--- config.mk ---
export PLATFORM = sky130hd
export DESIGN_NAME = i2c_octal_dac_ctrl
export DESIGN_NICKNAME = d
export VERILOG_FILES = /design/src/rtl/dac_ctrl_pkg.sv /design/src/rtl/pin_sync.sv /design/src/rtl/i2c_line_cond.sv /design/src/rtl/i2c_wr_link.sv /design/src/rtl/dac_bank.sv /design/src/rtl/i2c_octal_dac_ctrl.sv
export SDC_FILE = /design/constraint.sdc
export NUM_CORES = 1
export LEC_CHECK = 0
export ABC_AREA = 1
export BUFFER_PORTS_ARGS = -buffer_cell sky130_fd_sc_hd__buf_2
export CAP_MARGIN = 20
export CORE_MARGIN = 8
export CORE_UTILIZATION = 55
export CTS_CLUSTER_SIZE = 24
export DETAILED_ROUTE_END_ITERATION = 8
export PLACE_DENSITY = 0.75
export REMOVE_ABC_BUFFERS = 1
export SYNTH_ARGS = -nofsm -noshare
export SYNTH_HDL_FRONTEND = slang
export SYNTH_SLANG_ARGS = --single-unit
--- constraint.sdc ---
create_clock -name clk -period 1.85 [get_ports clk]
set_input_delay 0 -clock clk [delete_from_list [all_inputs] [get_ports clk]]
set_output_delay 0 -clock clk [all_outputs]
set_load 0.02 [all_outputs]
--- src/rtl/dac_ctrl_pkg.sv ---
package dac_ctrl_pkg;

  typedef enum logic [2:0] {
    LK_IDLE,
    LK_ADDR,
    LK_CMD,
    LK_HI,
    LK_LO,
    LK_SKIP
  } link_state_e;

  localparam logic [3:0] OP_WR_IN   = 4'b0000;
  localparam logic [3:0] OP_LOAD    = 4'b0001;
  localparam logic [3:0] OP_WR_ALL  = 4'b0010;
  localparam logic [3:0] OP_WR_UPD  = 4'b0011;
  localparam logic [3:0] OP_PWRDN   = 4'b0100;
  localparam logic [3:0] ACC_ALL    = 4'hF;
  localparam logic [7:0] BCAST_BYTE = 8'h8E;

  function automatic logic [6:0] strap_addr(input logic [1:0] sel);
    case (sel)
      2'b00:   return 7'b1001_000;
      2'b01:   return 7'b1001_010;
      default: return 7'b1001_100;
    endcase
  endfunction

endpackage

--- src/rtl/pin_sync.sv ---
module pin_sync #(
  parameter int N = 1
) (
  input  logic         clk,
  input  logic         rst_n,
  input  logic [N-1:0] d,
  output logic [N-1:0] q
);
  logic [N-1:0] s0;

  always_ff @(posedge clk or negedge rst_n) begin
    if (!rst_n) begin
      s0 <= '1;
      q  <= '1;
    end else begin
      s0 <= d;
      q  <= s0;
    end
  end
endmodule

--- src/rtl/i2c_line_cond.sv ---
module i2c_line_cond (
  input  logic clk,
  input  logic rst_n,
  input  logic scl_i,
  input  logic sda_i,
  output logic sda_bit,
  output logic scl_rise,
  output logic scl_fall,
  output logic start_c,
  output logic stop_c
);
  logic [1:0] lines_s;
  logic       scl_p, sda_p;

  pin_sync #(.N(2)) u_sync (
    .clk  (clk),
    .rst_n(rst_n),
    .d    ({scl_i, sda_i}),
    .q    (lines_s)
  );

  always_ff @(posedge clk or negedge rst_n) begin
    if (!rst_n) begin
      scl_p <= 1'b1;
      sda_p <= 1'b1;
    end else begin
      scl_p <= lines_s[1];
      sda_p <= lines_s[0];
    end
  end

  assign sda_bit  = lines_s[0];
  assign scl_rise = lines_s[1] & ~scl_p;
  assign scl_fall = ~lines_s[1] & scl_p;
  assign start_c  = lines_s[1] & scl_p & sda_p & ~lines_s[0];
  assign stop_c   = lines_s[1] & scl_p & ~sda_p & lines_s[0];
endmodule

--- src/rtl/i2c_wr_link.sv ---
module i2c_wr_link
  import dac_ctrl_pkg::*;
(
  input  logic        clk,
  input  logic        rst_n,
  input  logic [6:0]  own_addr,
  input  logic        sda_bit,
  input  logic        scl_rise,
  input  logic        scl_fall,
  input  logic        start_c,
  input  logic        stop_c,
  output logic        sda_oe,
  output logic        ack_phase,
  output logic        commit,
  output logic [3:0]  cmd,
  output logic [3:0]  acc,
  output logic [15:0] word
);
  link_state_e st;
  logic [3:0]  bit_cnt;
  logic [7:0]  shreg;
  logic [7:0]  cmd_q;
  logic [7:0]  hi_q;
  logic        addr_hit;

  assign addr_hit = (shreg == BCAST_BYTE) ||
                    ((shreg[7:1] == own_addr) && !shreg[0]);

  always_ff @(posedge clk or negedge rst_n) begin
    if (!rst_n) begin
      st        <= LK_IDLE;
      bit_cnt   <= '0;
      shreg     <= '0;
      cmd_q     <= '0;
      hi_q      <= '0;
      word      <= '0;
      sda_oe    <= 1'b0;
      ack_phase <= 1'b0;
      commit    <= 1'b0;
    end else begin
      commit <= 1'b0;
      if (start_c) begin
        st        <= LK_ADDR;
        bit_cnt   <= '0;
        sda_oe    <= 1'b0;
        ack_phase <= 1'b0;
      end else if (stop_c) begin
        st        <= LK_IDLE;
        bit_cnt   <= '0;
        sda_oe    <= 1'b0;
        ack_phase <= 1'b0;
      end else if (st != LK_IDLE && st != LK_SKIP) begin
        if (scl_rise && bit_cnt < 4'd8) begin
          shreg   <= {shreg[6:0], sda_bit};
          bit_cnt <= bit_cnt + 4'd1;
        end
        if (scl_fall && bit_cnt == 4'd8) begin
          if (!ack_phase) begin
            // byte complete: decide on acknowledge
            case (st)
              LK_ADDR: begin
                if (addr_hit) begin
                  sda_oe    <= 1'b1;
                  ack_phase <= 1'b1;
                end else begin
                  st <= LK_SKIP;
                end
              end
              LK_CMD: begin
                cmd_q     <= shreg;
                sda_oe    <= 1'b1;
                ack_phase <= 1'b1;
              end
              LK_HI: begin
                hi_q      <= shreg;
                sda_oe    <= 1'b1;
                ack_phase <= 1'b1;
              end
              default: begin
                word      <= {hi_q, shreg};
                sda_oe    <= 1'b1;
                ack_phase <= 1'b1;
              end
            endcase
          end else begin
            // acknowledge clock ends here
            sda_oe    <= 1'b0;
            ack_phase <= 1'b0;
            bit_cnt   <= '0;
            case (st)
              LK_ADDR: st <= LK_CMD;
              LK_CMD:  st <= LK_HI;
              LK_HI:   st <= LK_LO;
              default: begin
                st     <= LK_HI;
                commit <= 1'b1;
              end
            endcase
          end
        end
      end
    end
  end

  assign cmd = cmd_q[7:4];
  assign acc = cmd_q[3:0];
endmodule

--- src/rtl/dac_bank.sv ---
module dac_bank
  import dac_ctrl_pkg::*;
#(
  parameter int NCH    = 8,
  parameter int CODE_W = 12
) (
  input  logic                  clk,
  input  logic                  rst_n,
  input  logic                  commit,
  input  logic [3:0]            cmd,
  input  logic [3:0]            acc,
  input  logic [15:0]           word,
  input  logic                  ldac_pulse,
  input  logic                  clr_act,
  output logic [NCH*CODE_W-1:0] dac_code,
  output logic [2*NCH-1:0]      pd_mode
);
  localparam int CODE_LSB = 16 - CODE_W;
  localparam int MASK_LSB = 5;

  logic [CODE_W-1:0] new_code;
  logic              op_wr_in, op_load, op_wr_all, op_wr_upd, op_pd;

  assign new_code  = word[15:CODE_LSB];
  assign op_wr_in  = commit && (cmd == OP_WR_IN);
  assign op_load   = commit && (cmd == OP_LOAD);
  assign op_wr_all = commit && (cmd == OP_WR_ALL);
  assign op_wr_upd = commit && (cmd == OP_WR_UPD);
  assign op_pd     = commit && (cmd == OP_PWRDN);

  for (genvar i = 0; i < NCH; i++) begin : g_ch
    logic              hit;
    logic [CODE_W-1:0] in_q;
    logic [CODE_W-1:0] out_q;
    logic [1:0]        pd_q;

    assign hit = (acc == 4'(i)) || (acc == ACC_ALL);

    always_ff @(posedge clk or negedge rst_n) begin
      if (!rst_n) begin
        in_q <= '0;
      end else if (hit && (op_wr_in || op_wr_upd || op_wr_all)) begin
        in_q <= new_code;
      end
    end

    always_ff @(posedge clk or negedge rst_n) begin
      if (!rst_n) begin
        out_q <= '0;
      end else if (clr_act) begin
        out_q <= '0;
      end else if (ldac_pulse) begin
        out_q <= in_q;
      end else if (op_wr_all) begin
        out_q <= hit ? new_code : in_q;
      end else if (hit && op_wr_upd) begin
        out_q <= new_code;
      end else if (hit && op_load) begin
        out_q <= in_q;
      end
    end

    always_ff @(posedge clk or negedge rst_n) begin
      if (!rst_n) begin
        pd_q <= 2'b00;
      end else if (op_pd && word[MASK_LSB+i]) begin
        pd_q <= word[14:13];
      end
    end

    assign dac_code[i*CODE_W +: CODE_W] = out_q;
    assign pd_mode[2*i +: 2]            = pd_q;
  end
endmodule

--- src/rtl/i2c_octal_dac_ctrl.sv ---
module i2c_octal_dac_ctrl
  import dac_ctrl_pkg::*;
#(
  parameter int NCH    = 8,
  parameter int CODE_W = 12
) (
  input  logic                  clk,
  input  logic                  rst_n,
  input  logic                  scl_i,
  input  logic                  sda_i,
  output logic                  sda_oe,
  input  logic [1:0]            addr_sel,
  input  logic                  ldac_n,
  input  logic                  clr_n,
  output logic [NCH*CODE_W-1:0] dac_code,
  output logic [2*NCH-1:0]      pd_mode
);
  logic        sda_bit, scl_rise, scl_fall, start_c, stop_c;
  logic        ack_phase, commit_stb;
  logic [3:0]  cmd, acc;
  logic [15:0] word;
  logic [1:0]  strobe_s;
  logic        ldac_prev, ldac_pulse, clr_act;

  i2c_line_cond u_line (
    .clk     (clk),
    .rst_n   (rst_n),
    .scl_i   (scl_i),
    .sda_i   (sda_i),
    .sda_bit (sda_bit),
    .scl_rise(scl_rise),
    .scl_fall(scl_fall),
    .start_c (start_c),
    .stop_c  (stop_c)
  );

  i2c_wr_link u_link (
    .clk      (clk),
    .rst_n    (rst_n),
    .own_addr (strap_addr(addr_sel)),
    .sda_bit  (sda_bit),
    .scl_rise (scl_rise),
    .scl_fall (scl_fall),
    .start_c  (start_c),
    .stop_c   (stop_c),
    .sda_oe   (sda_oe),
    .ack_phase(ack_phase),
    .commit   (commit_stb),
    .cmd      (cmd),
    .acc      (acc),
    .word     (word)
  );

  pin_sync #(.N(2)) u_strobe_sync (
    .clk  (clk),
    .rst_n(rst_n),
    .d    ({ldac_n, clr_n}),
    .q    (strobe_s)
  );

  always_ff @(posedge clk or negedge rst_n) begin
    if (!rst_n) ldac_prev <= 1'b1;
    else        ldac_prev <= strobe_s[1];
  end

  assign ldac_pulse = ldac_prev & ~strobe_s[1];
  assign clr_act    = ~strobe_s[0];

  dac_bank #(.NCH(NCH), .CODE_W(CODE_W)) u_bank (
    .clk       (clk),
    .rst_n     (rst_n),
    .commit    (commit_stb),
    .cmd       (cmd),
    .acc       (acc),
    .word      (word),
    .ldac_pulse(ldac_pulse),
    .clr_act   (clr_act),
    .dac_code  (dac_code),
    .pd_mode   (pd_mode)
  );
endmodule

==> summary.txt <==
CTS
  • Skew-Pair Late Insertion Delay: about 0.54 ns
  • CTS buffer count: 28
  • Max Root-Sink Buffers: 3
  • Sink Count: between 200 and 300
  • CTS tree: done
  • CTS clk-pin slew, worst paths: about 0.06 ns
  • Clock root buffer: clkbuf_16
  • Max H-tree Level: 1

Timing
  • RSZ-0062 raised after global routing: yes
  • Final period utilization: a little over nine tenths
  • Final setup fails: 0
  • Setup_tns: 0 ns
  • Fmax: between 500 and 600 MHz
  • Hold Vio Cnt, Final: 0
  • Relative slew margins: 62.7%
  • Worst-margin pin slew: 0.559 ns
  • Max Clock Skew: 0.0157 ns
  • Minimum clock period: approximately 1.8 ns
  • Max-slew violations: 0

Outcome
  • Status: finished, final reports clean

Detailed routing
  • Post-route ant nets: 0
  • Total number of vias: 9785
  • Via density: approximately 5.4
  • Initial drt markers: 884
  • DRC errors left: 0
  • TritonRoute pass-1 iters: 5
  • WL final: 30900 µm
  • WL per Instance: between 15 and 20 µm

Die
  • FP Rows: 52
  • Die H: around 160 µm
  • IO Pins: roughly 120
  • Die W: 160 µm
  • Core area: roughly 0.020 mm²
  • Initial Util: between 50% and 60%
  • Die ar.: approximately 0.026 mm²

Pwr
  • LEAKAGE: 7.09 nW
  • Total power: 0.0136 W
  • PwrDens: just under 1000 mW/mm²
  • IR drop worst, VDD: approximately 0.00083 V

Finish
  • Post-Layout Cell Count: ~1800
  • Antenna diode count: 0
  • Area growth syn-to-layout: 20.2%
  • Fin area: ~0.014 mm²
  • Commonest non-fill, non-tap cells in the layout: nand2_1, dfrtp_1, o21ai_0
  • Most common cell after layout, fill and taps aside: nand2_1
  • Layout cell share with drive strength beyond 1: 19.0%
  • Post-layout nets: approximately 1500

Placed design
  • DP Area: 0.0125 mm²
  • Placed insts: about 1700
  • HPWL Detailed: 20300 µm
  • Number of port buffers: 120
  • Routability-driven placement congestion ratio: roughly 0.86

Synthesis
  • Yosys warnings: 0
  • Register bit total from synthesis: roughly 270
  • Post-synth top area cell: dfrtp_1
  • Area contributors post-synth: dfrtp_1, nand2_1, o21ai_0
  • Mapped Avg Cell Area: between 8 and 9 µm²
  • Syn Inst Count: between 1000 and 1500
  • Cell area after synthesis: approximately 0.011 mm²
  • Synth top area share: 55.5%
  • Synth unique cells: 30
  • Seq/Total Area, Yosys: around three fifths

Worst setup path
  • WS Path Type: reg -> reg
  • CP endpoint kind: register
  • Setup crit start kind: register
  • Register-to-register setup slack: between 0.04 and 0.05 ns
  • Crit path DAT: approximately 2.3 ns
  • CP Max Fanout: 8
  • Critical Path RT: ~2.3 ns

Global route
  • Grt ovf: 0
  • Initial antenna violation count: 0
  • Largest net degree at the start of global routing: 68
  • Total GRT Usage: 23.9%
  • First-pass GRT wire length: 49700 µm
  • Vias in the first global route: about 9300

Run
  • Max_cap viols: 0

Hold path
  • Worst hold-check path type: in -> reg
-- state kept, by name, indices dropped and copies added, names as in the netlist --
register and cells:
u_link.cmd_q 8, u_strobe_sync.s0 2, ldac_prev 1, u_link.shreg 8, u_line.u_sync.s0 2, u_link.ack_phase 1, u_bank.g_ch.pd_q 16, u_link.commit 1
u_link.st 3, u_bank.g_ch.out_q 96, u_bank.g_ch.in_q 96, u_link.bit_cnt 4, u_line.scl_p 1, u_line.u_sync.q 2, u_strobe_sync.q 2, u_link.sda_oe 1
u_line.sda_p 1, u_link.hi_q 8, u_link.word 12
-- worst paths after layout --
path | to | start | depth (start not counted)
min reg2reg | u_line.u_sync.q[1]$_DFF_PN1_ | u_line.u_sync.s0[1]$_DFF_PN1_ | 0
max reg2reg | u_bank.g_ch[2].out_q[1]$_DFFE_PN0P_ | u_strobe_sync.q[1]$_DFF_PN1_ | 7
min | u_link.sda_oe$_DFFE_PN0P_ | addr_sel[0] | 8
max | u_bank.g_ch[2].out_q[1]$_DFFE_PN0P_ | u_strobe_sync.q[1]$_DFF_PN1_ | 7
max in group asynchronous | u_line.scl_p$_DFF_PN1_ | rst_n | 3
min in group asynchronous | u_bank.g_ch[4].in_q[4]$_DFFE_PN0P_ | rst_n | 2
-- cell type report --
cell class | instances | area (µm²)
Clock buffer | 42 | 825
Clock inverter | 10 | 206
Fill cell | 1662 | 6590
Inverter | 72 | 273
Multi-Input combinational cell | 970 | 4300
Sequential cell | 265 | 6650
Tap cell | 270 | 338
Timing Repair Buffer | 184 | 1190
-- repair_timing --
action | CTS | global route
gates cloned | 0 | 1
endpoints found under the hold margin | 262 | 0
pin swaps | 0 | 5
gates resized for setup | 2 | 22
hold buffers | 5 | 0
endpoints found under the setup margin | 12 | 84
buffers inserted | 0 | 8
-- power breakdown --
part / switching, W / internal, W / leakage, nW
Combinational: 0.000925 / 0.000355 / 2.94
Clock: 0.00227 / 0.00391 / 0.505
Sequential: 0.000163 / 0.00601 / 3.64
Total: 0.00336 / 0.0103 / 7.09
-- per-stage QoR --
step	util, %	hold WS [ns]	worst slack (ns)
after floorplan	-	-0.296	-0.194
after global placement	61.6	0.0130	0.0498
after detailed placement	61.6	0.0102	-0.00921
after CTS	66.9	0.00890	0.0215
after global routing	67.6	0.0629	-0.0212
final	67.6	0.0127	0.0411
-- cells by family after synthesis --
family	count (synthesis)	share of synthesized area (%)
AOI/OAI and AO/OA	271	12.4
and+or+nand+nor	695	24.2
xor gates and xnor gates	1	0.0765
buffers and inverters	136	5.08
adders and majority gates	2	0.218
DFF	265	58.0
-- worst max-delay path: stages, from the launching register on --
cell	delay, ns
dfstp_2	0.53
nor2_1	0.06
buf_4	0.17
nor2_1	0.26
inv_1	0.29
o21ai_0	0.28
nand2_1	0.08
nand2_1	0.07
-- layer usage --
layer | part of all wire, % | vias up | global-route usage [%] | routed length (µm)
met3 | 8.2 | 77 | 4.17 | 2530
met1 | 42 | 4665 | 32.6 | 13100
met2 | 45 | 406 | 37.3 | 14000
met4 | 4.2 | 0 | 10.0 | 1280
li1 | - | 4637 | - | -
met5 | 0 | - | 0 | 0
-- cell usage after synthesis --
master / number
buf_6: 3
nand2_1: 614
nand4_1: 2
inv_4: 1
buf_4: 6
inv_1: 63
dfstp_2: 11
a21oi_4: 4
o21a_1: 1
nor2_1: 39
o21ai_2: 3
nor2_2: 3
xor2_1: 1
nand2_2: 4
nand2_4: 2
nand3_4: 1
ha_1: 2
dfrtp_1: 254
a21boi_0: 1
nand3_1: 14
nor3_2: 1
nor3_1: 4
inv_2: 8
o211ai_1: 2
clkbuf_1: 36
a21oi_1: 15
o21ai_1: 22
buf_2: 19
o21ai_0: 223
nor2_4: 11
Power figures use the tool's default switching activity.
